--- src/rtl/core_pwr_seq_pkg.sv ---
package core_pwr_seq_pkg;

    localparam int unsigned LADDER_STEPS = 6;
    localparam int unsigned STAGE_W      = $clog2(LADDER_STEPS);

    localparam logic [7:0] CLAMP_OPEN = 8'h00;
    localparam logic [7:0] CLAMP_SHUT = 8'hFF;

    typedef enum logic [3:0] {
        S_IDLE,
        S_UP_CRST,
        S_UP_PRST,
        S_UP_LADDER,
        S_UP_POLL,
        S_UP_ISO,
        S_UP_PREL,
        S_UP_CREL,
        S_DN_ISO,
        S_DN_ENG,
        S_DN_POLL
    } seq_state_e;

    typedef struct packed {
        seq_state_e         state;
        logic [STAGE_W-1:0] stage;
        logic               core_rst_n;
        logic               por_rst_n;
        logic               l1_rst_dis;
        logic               iso_gate;
        logic [7:0]         clamp;
        logic               done;
        logic               pwr_on;
    } seq_regs_t;

    // Switch release codes, widest gate opening last.
    function automatic logic [7:0] ladder_code(input logic [STAGE_W-1:0] idx);
        case (idx)
            'd0:     return 8'hFE;
            'd1:     return 8'hF8;
            'd2:     return 8'hE0;
            'd3:     return 8'hC0;
            'd4:     return 8'h80;
            default: return 8'h00;
        endcase
    endfunction

endpackage

--- src/rtl/dwell_timer.sv ---
module dwell_timer #(
    parameter int unsigned CNT_W = 8
) (
    input  logic             clk,
    input  logic             rst_n,
    input  logic             load_i,
    input  logic [CNT_W-1:0] load_val_i,
    output logic             zero_o
);

    logic [CNT_W-1:0] cnt_d, cnt_q;

    always_comb begin
        cnt_d = cnt_q;
        if (load_i)
            cnt_d = load_val_i;
        else if (cnt_q != '0)
            cnt_d = cnt_q - 1'b1;
    end

    always_ff @(posedge clk or negedge rst_n) begin
        if (!rst_n) cnt_q <= '0;
        else        cnt_q <= cnt_d;
    end

    assign zero_o = (cnt_q == '0);

endmodule

--- src/rtl/clamp_ladder.sv ---
module clamp_ladder
    import core_pwr_seq_pkg::*;
#(
    parameter int unsigned CYC_PER_US = 4,
    parameter int unsigned STEP_US    = 10,
    parameter int unsigned SETTLE_US  = 20,
    parameter int unsigned CNT_W      = 8
) (
    input  logic [STAGE_W-1:0] idx_i,
    output logic [7:0]         code_o,
    output logic [CNT_W-1:0]   dwell_m1_o,
    output logic               last_o
);

    localparam logic [STAGE_W-1:0] LAST_IDX   = STAGE_W'(LADDER_STEPS - 1);
    localparam logic [CNT_W-1:0]   EDGE_DW_M1 = CNT_W'(SETTLE_US * CYC_PER_US - 1);
    localparam logic [CNT_W-1:0]   MID_DW_M1  = CNT_W'(STEP_US * CYC_PER_US - 1);

    always_comb begin
        code_o     = ladder_code(idx_i);
        last_o     = (idx_i == LAST_IDX);
        // First and last stages settle longer than the intermediate ones.
        dwell_m1_o = (idx_i == '0 || last_o) ? EDGE_DW_M1 : MID_DW_M1;
    end

endmodule

--- src/rtl/core_pwr_seq.sv ---
module core_pwr_seq
    import core_pwr_seq_pkg::*;
#(
    parameter int unsigned CYC_PER_US = 4,
    parameter int unsigned STEP_US    = 10,
    parameter int unsigned SETTLE_US  = 20,
    parameter int unsigned ENGAGE_US  = 30
) (
    input  logic       clk,
    input  logic       rst_n,
    input  logic       start_i,
    input  logic       up_i,
    input  logic [7:0] clamp_rd_i,
    output logic       core_rst_n_o,
    output logic       por_rst_n_o,
    output logic       l1_rst_dis_o,
    output logic       iso_gate_o,
    output logic [7:0] clamp_o,
    output logic       busy_o,
    output logic       done_o,
    output logic       pwr_on_o
);

    localparam int unsigned STEP_CYC   = STEP_US * CYC_PER_US;
    localparam int unsigned SETTLE_CYC = SETTLE_US * CYC_PER_US;
    localparam int unsigned ENGAGE_CYC = ENGAGE_US * CYC_PER_US;
    localparam int unsigned LONG_A     = (STEP_CYC > SETTLE_CYC) ? STEP_CYC : SETTLE_CYC;
    localparam int unsigned LONGEST    = (LONG_A > ENGAGE_CYC) ? LONG_A : ENGAGE_CYC;
    localparam int unsigned CNT_W      = $clog2(LONGEST + 1);

    localparam logic [CNT_W-1:0] STEP_M1   = CNT_W'(STEP_CYC - 1);
    localparam logic [CNT_W-1:0] SETTLE_M1 = CNT_W'(SETTLE_CYC - 1);
    localparam logic [CNT_W-1:0] ENGAGE_M1 = CNT_W'(ENGAGE_CYC - 1);

    localparam seq_regs_t RESET_VAL = '{
        state:      S_IDLE,
        stage:      '0,
        core_rst_n: 1'b0,
        por_rst_n:  1'b0,
        l1_rst_dis: 1'b1,
        iso_gate:   1'b1,
        clamp:      CLAMP_SHUT,
        done:       1'b0,
        pwr_on:     1'b0
    };

    seq_regs_t          d, q;
    logic               tmr_load;
    logic [CNT_W-1:0]   tmr_val;
    logic               tmr_zero;
    logic [STAGE_W-1:0] lad_idx;
    logic [7:0]         lad_code;
    logic [CNT_W-1:0]   lad_dwell_m1;
    logic               lad_last;

    dwell_timer #(.CNT_W(CNT_W)) u_timer (
        .clk        (clk),
        .rst_n      (rst_n),
        .load_i     (tmr_load),
        .load_val_i (tmr_val),
        .zero_o     (tmr_zero)
    );

    // Looks up the stage about to be entered: stage 0 from outside the ladder.
    assign lad_idx = (q.state == S_UP_LADDER) ? STAGE_W'(q.stage + 1'b1) : '0;

    clamp_ladder #(
        .CYC_PER_US (CYC_PER_US),
        .STEP_US    (STEP_US),
        .SETTLE_US  (SETTLE_US),
        .CNT_W      (CNT_W)
    ) u_ladder (
        .idx_i      (lad_idx),
        .code_o     (lad_code),
        .dwell_m1_o (lad_dwell_m1),
        .last_o     (lad_last)
    );

    always_comb begin
        d        = q;
        d.done   = 1'b0;
        tmr_load = 1'b0;
        tmr_val  = '0;
        case (q.state)
            S_IDLE: if (start_i) begin
                tmr_load = 1'b1;
                if (up_i) begin
                    d.state      = S_UP_CRST;
                    d.core_rst_n = 1'b0;
                    tmr_val      = STEP_M1;
                end else begin
                    d.state    = S_DN_ISO;
                    d.iso_gate = 1'b1;
                    tmr_val    = SETTLE_M1;
                end
            end
            S_UP_CRST: if (tmr_zero) begin
                d.state     = S_UP_PRST;
                d.por_rst_n = 1'b0;
                tmr_load    = 1'b1;
                tmr_val     = STEP_M1;
            end
            S_UP_PRST: if (tmr_zero) begin
                d.l1_rst_dis = 1'b0;
                tmr_load     = 1'b1;
                if (clamp_rd_i == CLAMP_OPEN) begin
                    d.state    = S_UP_ISO;
                    d.iso_gate = 1'b0;
                    tmr_val    = SETTLE_M1;
                end else begin
                    d.state = S_UP_LADDER;
                    d.stage = '0;
                    d.clamp = lad_code;
                    tmr_val = lad_dwell_m1;
                end
            end
            S_UP_LADDER: if (tmr_zero) begin
                if (q.stage == STAGE_W'(LADDER_STEPS - 1)) begin
                    d.state = S_UP_POLL;
                end else begin
                    d.stage  = lad_idx;
                    d.clamp  = lad_code;
                    tmr_load = 1'b1;
                    tmr_val  = lad_dwell_m1;
                end
            end
            S_UP_POLL: if (clamp_rd_i == CLAMP_OPEN) begin
                d.state    = S_UP_ISO;
                d.iso_gate = 1'b0;
                tmr_load   = 1'b1;
                tmr_val    = SETTLE_M1;
            end
            S_UP_ISO: if (tmr_zero) begin
                d.state     = S_UP_PREL;
                d.por_rst_n = 1'b1;
                tmr_load    = 1'b1;
                tmr_val     = STEP_M1;
            end
            S_UP_PREL: if (tmr_zero) begin
                d.state      = S_UP_CREL;
                d.core_rst_n = 1'b1;
                tmr_load     = 1'b1;
                tmr_val      = STEP_M1;
            end
            S_UP_CREL: if (tmr_zero) begin
                d.state  = S_IDLE;
                d.done   = 1'b1;
                d.pwr_on = 1'b1;
            end
            S_DN_ISO: if (tmr_zero) begin
                if (clamp_rd_i == CLAMP_SHUT) begin
                    d.state  = S_IDLE;
                    d.done   = 1'b1;
                    d.pwr_on = 1'b0;
                end else begin
                    d.state  = S_DN_ENG;
                    d.clamp  = CLAMP_SHUT;
                    tmr_load = 1'b1;
                    tmr_val  = ENGAGE_M1;
                end
            end
            S_DN_ENG: if (tmr_zero) d.state = S_DN_POLL;
            S_DN_POLL: if (clamp_rd_i == CLAMP_SHUT) begin
                d.state  = S_IDLE;
                d.done   = 1'b1;
                d.pwr_on = 1'b0;
            end
            default: d = RESET_VAL;
        endcase
    end

    always_ff @(posedge clk or negedge rst_n) begin
        if (!rst_n) q <= RESET_VAL;
        else        q <= d;
    end

    assign core_rst_n_o = q.core_rst_n;
    assign por_rst_n_o  = q.por_rst_n;
    assign l1_rst_dis_o = q.l1_rst_dis;
    assign iso_gate_o   = q.iso_gate;
    assign clamp_o      = q.clamp;
    assign busy_o       = (q.state != S_IDLE);
    assign done_o       = q.done;
    assign pwr_on_o     = q.pwr_on;

    // Done is a one-cycle pulse in an idle cycle.
    assert_done_pulse_R8: assert property (@(posedge clk) disable iff (!rst_n)
        done_o |=> !done_o);
    assert_done_idle_R1: assert property (@(posedge clk) disable iff (!rst_n)
        $fell(busy_o) |-> done_o);
    assert_pwr_on_done_R8: assert property (@(posedge clk) disable iff (!rst_n)
        $rose(pwr_on_o) |-> done_o);
    // Isolation lifts only once the switch reported fully open.
    assert_iso_after_open_R4: assert property (@(posedge clk) disable iff (!rst_n)
        $fell(iso_gate_o) |-> ($past(clamp_rd_i) == CLAMP_OPEN));
    assert_por_after_iso_R6: assert property (@(posedge clk) disable iff (!rst_n)
        $rose(por_rst_n_o) |-> !iso_gate_o);
    assert_core_after_por_R6: assert property (@(posedge clk) disable iff (!rst_n)
        $rose(core_rst_n_o) |-> por_rst_n_o);
    // Release codes only ever clear bits relative to the previous code.
    assert_clamp_monotone_R3: assert property (@(posedge clk) disable iff (!rst_n)
        (!$stable(clamp_o) && clamp_o != CLAMP_SHUT) |-> ((clamp_o & $past(clamp_o)) == clamp_o));
    assert_clamp_shut_iso_R7: assert property (@(posedge clk) disable iff (!rst_n)
        $rose(clamp_o == CLAMP_SHUT) |-> iso_gate_o);
    assert_l1_sticky_R10: assert property (@(posedge clk) disable iff (!rst_n)
        !l1_rst_dis_o |=> !l1_rst_dis_o);

endmodule

--- config.mk ---
export PLATFORM = sky130hd
export DESIGN_NAME = core_pwr_seq
export DESIGN_NICKNAME = d
export VERILOG_FILES = /design/src/rtl/core_pwr_seq_pkg.sv /design/src/rtl/dwell_timer.sv /design/src/rtl/clamp_ladder.sv /design/src/rtl/core_pwr_seq.sv
export SDC_FILE = /design/constraint.sdc
export NUM_CORES = 1
export LEC_CHECK = 0
export BUFFER_PORTS_ARGS = -buffer_cell sky130_fd_sc_hd__buf_2
export CAP_MARGIN = 40
export CORE_ASPECT_RATIO = 1.1
export CORE_UTILIZATION = 40
export DETAILED_ROUTE_END_ITERATION = 12
export GPL_TIMING_DRIVEN = 1
export SKIP_LAST_GASP = 1
export SLEW_MARGIN = 20
export SYNTH_ARGS = -nofsm -noshare
export SYNTH_HDL_FRONTEND = slang
export SYNTH_HIERARCHICAL = 1
export SYNTH_SLANG_ARGS = --single-unit
--- constraint.sdc ---
create_clock -name clk -period 3.95 [get_ports clk]
set_input_delay 0.1975 -clock clk [delete_from_list [all_inputs] [get_ports clk]]
set_output_delay 0.1975 -clock clk [all_outputs]
set_load 0.1 [all_outputs]
==> metrics.md <==
| Metric | Value |
|---|---|
| Routability-driven placement congestion ratio | `0.809` |
| Drt pass-1 iters | `4` |
| Via/cell ratio | `5.34` |
| Path class of the lowest-slack min-delay path | `in -> reg` |
| Vias in the first global route | `1708` |
| Placement Rows | `28` |
| Clock H-tree levels | `1` |
| Setup repair after global routing missed its margin | `no` |
| Cells after synthesis | `265` |
| Core Area | `5400 um^2` |
| Headroom to the max-slew limit | `47.8%` |
| Overall Global Routing Usage | `17.2%` |
| Sum of negative setup slack | `0 ps` |
| Clock tree from TritonCTS | `yes` |
| Wire length of the first global-routing pass | `7.94 mm` |
| Slew at the pin with the worst max-slew slack | `783 ps` |
| Data arrival time at the worst-slack endpoint | `2800 ps` |
| IO buf count | `26` |
| Endpoints failing setup | `0` |
| Number of top-level pins | `27` |
| Number of nets with antenna violations after detailed routing | `0` |
| Final standard cell count with taps included and fillers excluded | `346` |
| Die footprint | `5910 um^2` |
| Root Buffer Master | `clkbuf_8` |
| Vertical extent of the die | `80.5 um` |
| Warning count from the yosys run | `6` |
| Average size of a mapped cell | `8.46 um^2` |
| Crit share post-route | `66.7%` |
| Number of nets in the finished design | `288` |
| Number of clock sinks seen by CTS | `28` |
| Post-detailed-placement cell area | `2300 um^2` |
| Number of design rule violations left after detail routing | `0` |
| # Post-CTS Setup Buffers | `0` |
| Fillers | `578` |
| Clock transition at the registers of the reported paths | `90 ps` |
| Antenna diode count | `0` |
| Proportion of layout cells with a drive suffix above 1 | `21.8%` |
| Startpoint type of the worst setup path | `flop` |
| Clock buffers created by TritonCTS | `3` |
| Maximum net fanout on the critical path | `25` |
| Area occupied by registers | `713 um^2` |
| Crit path cell chain | `or4b_1, a21oi_2, o21ai_1, and3_1, nand2_1, a31oi_1, a22o_1` |
| Run status | `complete, no violations` |
| Timing-limited maximum frequency | `379 MHz` |
| X dimension of the die | `73.4 um` |
| Via count | `1846` |
| Critical path capture point type | `flop` |
| Post-route cell area | `2350 um^2` |
| Clock latency on the worst-skew pair | `270 ps` |
| Worst-case clock buffer depth | `2` |
| Number of antenna violations at the first check in global routing | `0` |
| Final hold violation count | `0` |
| Required @ worst endpoint | `4120 ps` |
| Placed wire-length estimate | `3.55 mm` |
| Path type of the worst setup path | `reg -> reg` |
| Pin count of the biggest net entering global routing | `30` |
| Longest individual stage delay on the worst path | `710 ps` |
| Congestion Overflow GR | `0` |
| Slowest-stage cell, CP | `or4b_1` |
| Fin. max-slew vios | `0` |
| Relative area change from synthesis to final layout | `5.08%` |
| Multi-input gate area in the final layout | `1260 um^2` |
| Min cycle time layout | `2640 ps` |
| Mapped cell area | `2240 um^2` |
| Worst Skew | `3.31 ps` |
| Final routed wirelength across all metal layers | `4.81 mm` |
| Post-Place Cells | `341` |
| Max-cap violations | `0` |
| Wire length per cell after detailed routing | `13.9 um` |
| Initial standard-cell utilization of the core | `41.5%` |
| Detailed Route Iter0 Violations | `103` |
==> registers in the layout (all words and copies together) (netlist names) <==
| signal | cells |
|---|---|
| pwr_on_o | 1 |
| clamp_o | 8 |
| core_rst_n_o | 1 |
| por_rst_n_o | 1 |
| iso_gate_o | 1 |
| l1_rst_dis_o | 1 |
| u_timer/cnt_q | 7 |
| done_o | 1 |
| q | 7 |
==> layer usage <==
metal,global-route usage [%],wire (um),vias to the layer above
li1,-,-,935
met1,23.8,2310,864
met2,27.6,2240,40
met3,2.51,189,7
met4,5.19,65,0
met5,0,0,-
==> final cells by class <==
cell class,instances,area share (%)
Sequential cell,28,30.3
Multi-Input combinational cell,188,53.6
Timing Repair Buffer,30,6.91
Tap cell,75,3.99
Inverter,21,3.35
Clock buffer,4,1.91
==> per-stage QoR <==
stage	setup WS, ps	hold slack [ps]	utilization, %
4_1_cts	1350	401	43.6
3_5_place_dp	1360	264	42.6
5_1_grt	1170	471	43.6
6_report	1310	399	43.6
3_3_place_gp	1370	264	42.6
2_1_floorplan	1480	-98.1	-
==> final timing paths <==
| kind | start | to | slack, ps | depth (start not counted) |
|---|---|---|---|---|
| min in group asynchronous | rst_n | por_rst_n_o$_DFFE_PN0P_ | 470 | 2 |
| hold / removal | start_i | core_rst_n_o$_DFFE_PN0P_ | 400 | 4 |
| hold reg to reg | clamp_o[3]$_DFFE_PN1P_ | clamp_o[3]$_DFFE_PN1P_ | 470 | 2 |
| setup reg to reg | q[17]$_DFFE_PN0P_ | u_timer/cnt_q[1]$_DFFE_PN0P_ | 1310 | 7 |
| max in group asynchronous | rst_n | q[15]$_DFFE_PN0P_ | 3070 | 2 |
| setup / recovery | q[17]$_DFFE_PN0P_ | u_timer/cnt_q[1]$_DFFE_PN0P_ | 1310 | 7 |
==> critical path: cells and delay by family (launching register included) <==
kind / cells / cell delay (ps)
AOI/OAI and AO/OA: 4 / 600
DFF: 1 / 660
and+or+nand+nor: 3 / 1250
==> cell usage in the layout, fill, tap and decap left out, types with 2 or more instances in the layout <==
cell	count
nor2_1	18
and4_1	3
dfrtp_1	18
nand2b_1	5
dfstp_2	10
xnor2_1	4
and3_1	2
o22a_1	3
or4_4	4
nand3_1	4
ha_1	4
a32oi_1	2
a21o_1	2
a21oi_1	28
inv_1	20
buf_4	3
mux2_1	3
conb_1	5
mux2i_1	9
buf_2	26
nor3_1	8
a22o_1	2
clkbuf_8	3
a31oi_1	3
nor2b_1	5
o21ai_0	18
o31ai_1	7
o21ai_1	5
nand2_1	15
o221ai_1	2
==> timing repair <==
item | CTS | global route
gates resized for setup | 0 | 0
endpoints found under the hold margin | 18 | 0
hold buffers | 1 | 0
Power is not shown: default switching activity piles up to over one toggle a cycle in this logic, so the estimate is an artifact.
